<file path="src/rtl/nfs_pkg.sv">
package nfs_pkg;

  typedef enum logic [1:0] {
    ST_FETCH = 2'd0,
    ST_WAIT  = 2'd1,
    ST_EX_LO = 2'd2,
    ST_EX_HI = 2'd3
  } nfs_state_t;

endpackage

</file>
<file path="src/rtl/nfs_pc.sv">
module nfs_pc #(
  parameter int PC_W = 12
) (
  input  logic            clk,
  input  logic            rst,
  input  logic            inc,
  output logic [PC_W-1:0] pc
);

  logic [PC_W-1:0] pc_q;

  // Plain modular increment: the top address rolls over to zero.
  always_ff @(posedge clk) begin
    if (rst) begin
      pc_q <= '0;
    end else if (inc) begin
      pc_q <= pc_q + 1'b1;
    end
  end

  assign pc = pc_q;

endmodule

</file>
<file path="src/rtl/nfs_ireg.sv">
module nfs_ireg #(
  parameter int OP_W = 4
) (
  input  logic              clk,
  input  logic              rst,
  input  logic              latch_en,
  input  logic              issue_hi,
  input  logic [2*OP_W-1:0] rd_data,
  output logic [OP_W-1:0]   op_code
);

  localparam int NIBS   = 2;
  localparam int BYTE_W = NIBS * OP_W;

  logic [BYTE_W-1:0] instr_q;
  logic [OP_W-1:0]   in_nib  [NIBS];
  logic [OP_W-1:0]   reg_nib [NIBS];
  logic [OP_W-1:0]   op_q;

  for (genvar g = 0; g < NIBS; g++) begin : g_slice
    assign in_nib[g]  = rd_data[g*OP_W +: OP_W];
    assign reg_nib[g] = instr_q[g*OP_W +: OP_W];
  end

  always_ff @(posedge clk) begin
    if (rst) begin
      instr_q <= '0;
    end else if (latch_en) begin
      instr_q <= rd_data;
    end
  end

  // The low nibble goes straight from the returned byte;
  // the high nibble comes from the stored copy.
  always_ff @(posedge clk) begin
    if (rst) begin
      op_q <= '0;
    end else if (latch_en) begin
      op_q <= in_nib[0];
    end else if (issue_hi) begin
      op_q <= reg_nib[1];
    end
  end

  assign op_code = op_q;

endmodule

</file>
<file path="src/rtl/nfs_ctrl.sv">
module nfs_ctrl
  import nfs_pkg::*;
(
  input  logic clk,
  input  logic rst,
  input  logic rd_busy,
  input  logic rd_done,
  input  logic ex_done,
  output logic rd_start,
  output logic op_start,
  output logic valid,
  output logic latch_en,
  output logic issue_hi,
  output logic pc_inc
);

  nfs_state_t state_q, state_d;
  logic       rd_start_q, op_start_q, valid_q;
  logic       fetch_go, ex_ack;

  always_comb begin
    fetch_go = (state_q == ST_FETCH) && !rd_busy;
    latch_en = (state_q == ST_WAIT) && rd_done;
    // An acknowledge that coincides with the issue strobe belongs to
    // the previous operation and is not taken.
    ex_ack   = ex_done && !op_start_q;
    issue_hi = (state_q == ST_EX_LO) && ex_ack;
    pc_inc   = (state_q == ST_EX_HI) && ex_ack;
  end

  always_comb begin
    state_d = state_q;
    unique case (state_q)
      ST_FETCH: if (fetch_go) state_d = ST_WAIT;
      ST_WAIT:  if (latch_en) state_d = ST_EX_LO;
      ST_EX_LO: if (issue_hi) state_d = ST_EX_HI;
      ST_EX_HI: if (pc_inc)   state_d = ST_FETCH;
      default:                state_d = ST_FETCH;
    endcase
  end

  always_ff @(posedge clk) begin
    if (rst) begin
      state_q    <= ST_FETCH;
      rd_start_q <= 1'b0;
      op_start_q <= 1'b0;
      valid_q    <= 1'b0;
    end else begin
      state_q    <= state_d;
      rd_start_q <= fetch_go;
      op_start_q <= latch_en || issue_hi;
      if (latch_en) valid_q <= 1'b1;
    end
  end

  assign rd_start = rd_start_q;
  assign op_start = op_start_q;
  assign valid    = valid_q;

endmodule

</file>
<file path="src/rtl/nibble_fetch_seq.sv">
module nibble_fetch_seq #(
  parameter int PC_W = 12,
  parameter int OP_W = 4
) (
  input  logic                clk,
  input  logic                rst,
  input  logic                rd_busy,
  input  logic                rd_done,
  input  logic [2*OP_W-1:0]   rd_data,
  output logic                rd_start,
  output logic [PC_W-1:0]     rd_addr,
  input  logic                ex_done,
  output logic [OP_W-1:0]     op_code,
  output logic                op_start,
  output logic                valid
);

  logic latch_en, issue_hi, pc_inc;

  nfs_ctrl u_ctrl (
    .clk      (clk),
    .rst      (rst),
    .rd_busy  (rd_busy),
    .rd_done  (rd_done),
    .ex_done  (ex_done),
    .rd_start (rd_start),
    .op_start (op_start),
    .valid    (valid),
    .latch_en (latch_en),
    .issue_hi (issue_hi),
    .pc_inc   (pc_inc)
  );

  nfs_ireg #(.OP_W(OP_W)) u_ireg (
    .clk      (clk),
    .rst      (rst),
    .latch_en (latch_en),
    .issue_hi (issue_hi),
    .rd_data  (rd_data),
    .op_code  (op_code)
  );

  nfs_pc #(.PC_W(PC_W)) u_pc (
    .clk (clk),
    .rst (rst),
    .inc (pc_inc),
    .pc  (rd_addr)
  );

endmodule

</file>
<file path="config.mk">
export PLATFORM = sky130hd
export DESIGN_NAME = nibble_fetch_seq
export DESIGN_NICKNAME = d
export VERILOG_FILES = /design/src/rtl/nfs_pkg.sv /design/src/rtl/nfs_pc.sv /design/src/rtl/nfs_ireg.sv /design/src/rtl/nfs_ctrl.sv /design/src/rtl/nibble_fetch_seq.sv
export SDC_FILE = /design/constraint.sdc
export NUM_CORES = 1
export LEC_CHECK = 0
export ABC_AREA = 1
export BUFFER_PORTS_ARGS = -buffer_cell sky130_fd_sc_hd__buf_2
export CORE_ASPECT_RATIO = 0.75
export CORE_MARGIN = 2
export CORE_UTILIZATION = 54
export DETAILED_ROUTE_END_ITERATION = 7
export GPL_TIMING_DRIVEN = 0
export PLACE_DENSITY = 0.94
export SYNTH_ARGS = -nofsm -noshare
export SYNTH_HDL_FRONTEND = slang
export SYNTH_SLANG_ARGS = --single-unit
</file>
<file path="constraint.sdc">
create_clock -name clk -period 3.3 [get_ports clk]
set_clock_uncertainty 0.2 [all_clocks]
set_input_delay 0 -clock clk [delete_from_list [all_inputs] [get_ports clk]]
set_output_delay 0 -clock clk [all_outputs]
set_load 0.1 [all_outputs]
</file>
==> impl_summary.log <==
INFO  metric cts-buffers-inserted = 3
INFO  metric fp-row-count = 14
INFO  metric die_area = 2580 um^2
INFO  metric power_density = 620 nW/um^2
INFO  metric area.sequential = 500 um^2
INFO  metric slew-limit-headroom = 0.676
INFO  metric num_antenna_cells = 0
INFO  metric cp_common_cell = sky130_fd_sc_hd__nand2_1
INFO  metric finalSetupTns = 0 ns
INFO  metric fp.coreArea = 2030 um^2
INFO  metric worst-endpoint-arrival = 2.25 ns
INFO  metric synthesis.area = 1180 um^2
INFO  metric route.antenna.remaining_nets = 0
INFO  metric setup_slack_of_the_most_critical_reg_to_reg_path = 1.08 ns
INFO  metric grt_antenna_before_repair = 0
INFO  metric p_leak = 0.782 nW
INFO  metric worstSkewPairLatency = 0.32 ns
INFO  metric drt-initial-drc-count = 27
INFO  metric most_common_library_cell_in_the_layout_ignoring_fill_and_taps = sky130_fd_sc_hd__nand2_1
INFO  metric drive_gt1_frac = 0.183
INFO  metric cell_variety_after_synth = 19
INFO  metric top_level_ports = 32
INFO  metric chipWidth = 58.0 um
INFO  metric drt_wl_total = 2.67 mm
INFO  metric worst_path_max_delay_cell = sky130_fd_sc_hd__dlygate4sd3_1
INFO  metric crit_path_max_fanout = 9
INFO  metric wire_per_inst = 11.0 um
INFO  metric synth.yosys.seq_area_share = 0.423
INFO  metric path_clk_slew = 0.14 ns
INFO  metric grt_first_pass_wirelength = 4.42 mm
INFO  metric gr-usage-all-layers = 0.222
INFO  metric slowest_stage_delay_on_critical_path = 0.56 ns
INFO  metric final_min_period_over_clock_period = 0.674
INFO  metric via_count_of_the_first_global_routing_pass = 1,032
INFO  metric post_synthesis_cells = 168
INFO  metric floorplan.initialDensity = 0.582
INFO  metric finish.net_count = 239
INFO  metric worst_pin_slew = 0.489 ns
INFO  metric timing.critical_path.to_type = flop
INFO  metric outcome = complete, no violations
INFO  metric final-setup-viol-count = 0
INFO  metric area_delta_synth_final = 32.0%
INFO  metric rsz0062_at_grt = false
INFO  metric avg_cell_area_syn = 7.04 um^2
INFO  metric max_freq = 0.450 GHz
INFO  metric grt_max_degree = 15
INFO  metric dp_hpwl = 1.88 mm
INFO  metric worstPathRequired = 3.32 ns
INFO  metric layout.cells.most_common_list = sky130_fd_sc_hd__nand2_1 (43), sky130_fd_sc_hd__buf_2 (31), sky130_fd_sc_hd__nor2_1 (29), sky130_fd_sc_hd__dfxtp_1 (25), sky130_fd_sc_hd__inv_1 (21)
INFO  metric cts.sink_count = 25
INFO  metric routabilityCongestion = 0.875
INFO  metric yosys_register_bits = 25
INFO  metric layout_filler_cell_count = 144
INFO  metric slew_viols_final = 0
INFO  metric cts_setup_buffers = 0
INFO  metric crit_path_cell_chain = inv_1, ha_1, nand2_1, clkinv_1, nand2_1, a21oi_1, dlygate4sd3_1
INFO  metric via_count = 1,200
INFO  metric vias_per_instance = 4.94
INFO  metric cts_tree = built
INFO  metric worst_ir_drop_vdd = 587 uV
INFO  metric dr.pass1.iters = 4
INFO  metric ys.warnings.count = 0
INFO  metric timing.critical_path.from_type = flop
INFO  metric gr-total-overflow = 0
INFO  metric timing.final.crit_period = 2.22 ns
INFO  metric max-clock-path-buffers = 2
INFO  metric final_core_util = 0.768
INFO  metric cts_root_buf = sky130_fd_sc_hd__clkbuf_4
INFO  metric syn_nets = 187
INFO  metric cts.htree.levels = 1
INFO  metric finalHoldViolations = 0
INFO  metric cap_viol_max_count = 0
INFO  metric timing.hold.ws = 0.173 ns
INFO  metric die-height = 44.5 um
INFO  metric multiInputGateArea = 587 um^2
INFO  metric remaining_drc_errors = 0
INFO  metric portBuffers = 30
INFO  metric holdCritPathClass = primary input to flop
INFO  metric worstSetupPathType = flop to flop
state kept, by name, indices dropped and copies added (netlist names):
name             flops
u_ireg.instr_q       4
u_ctrl.op_start      1
u_ctrl.state_q       2
u_ireg.op_code       4
u_ctrl.rd_start      1
u_pc.pc             12
u_ctrl.valid         1
routing by layer:
layer	global-route usage	vias to the layer above	wire length, um
met1	0.285	533	1220
met3	0.0526	4	138
met5	0	-	0
met2	0.384	36	1290
li1	-	627	-
met4	0.0512	0	22
stage by stage:
stage               total power [mW]  cell area (um^2)  worst slack, ns  cells
global route                    1.02              1560            0.924    243
detailed placement             0.807              1360             1.56    222
finish                         0.968              1560             1.08    243
floorplan                      0.729              1180             1.15    168
CTS                            0.963              1560             1.14    243
global placement               0.791              1360             1.64    222
kinds of logic (layout without fill, tap and decap cells):
kind of cell,count (synthesis),count (layout),synth area share
flip-flops,25,25,0.423
AND/OR/NAND/NOR,91,91,0.337
AO/OA/AOI/OAI,21,21,0.0889
XOR/XNOR,1,1,0.00741
adder cells (fa/ha/maj),6,6,0.0635
buffers and inverters,24,75,0.0804
final cells by class:
| type | count | share of cell area |
|---|---|---|
| Tap cell | 24 | 0.0192 |
| Inverter | 22 | 0.0529 |
| Buffer | 2 | 0.00802 |
| Clock inverter | 1 | 0.00321 |
| Timing Repair Buffer | 47 | 0.205 |
| Clock buffer | 3 | 0.0144 |
| Multi-Input combinational cell | 119 | 0.376 |
| Sequential cell | 25 | 0.321 |
worst paths after layout:
| check | startpoint | end | depth (start not counted) |
|---|---|---|---|
| max reg2reg | u_ctrl.state_q[1] | u_ireg.instr_q[5] | 7 |
| max | u_ctrl.state_q[1] | u_ireg.instr_q[5] | 7 |
| min reg2reg | u_pc.pc[10] | u_pc.pc[10] | 2 |
| min | rd_busy | u_ctrl.rd_start | 3 |
what timing repair did:
item                                   CTS  global route
resized for setup                        0             0
hold buffers                            17             0
endpoints found under the hold margin   19             0
synth_stat cells, drive strengths merged:
cell,count,area (um^2)
nand3,11,67.6
a21oi,12,60.1
buf,2,12.5
nor3b,1,7.51
nor2,32,138
nand2,43,161
o21ai,9,45.0
dfxtp,25,500
nor3,1,5.00
xor2,1,8.76
ha,6,75.1
clkinv,1,3.75
nand4,3,18.8
inv,21,78.8
critical path: cells and delay by family (launching register included):
| family | cells | cell delay, ns |
|---|---|---|
| AOI/OAI and AO/OA | 1 | 0.07 |
| adders and majority gates | 1 | 0.21 |
| buffers and inverters | 3 | 0.91 |
| DFF | 1 | 0.40 |
| and+or+nand+nor | 2 | 0.33 |
where the power goes:
group	total [mW]	switching (mW)	internal, mW
Sequential	0.375	0.0286	0.346
Combinational	0.455	0.342	0.113
Clock	0.138	0.0925	0.0455
Note: power is estimated with default switching activity, not from simulation.
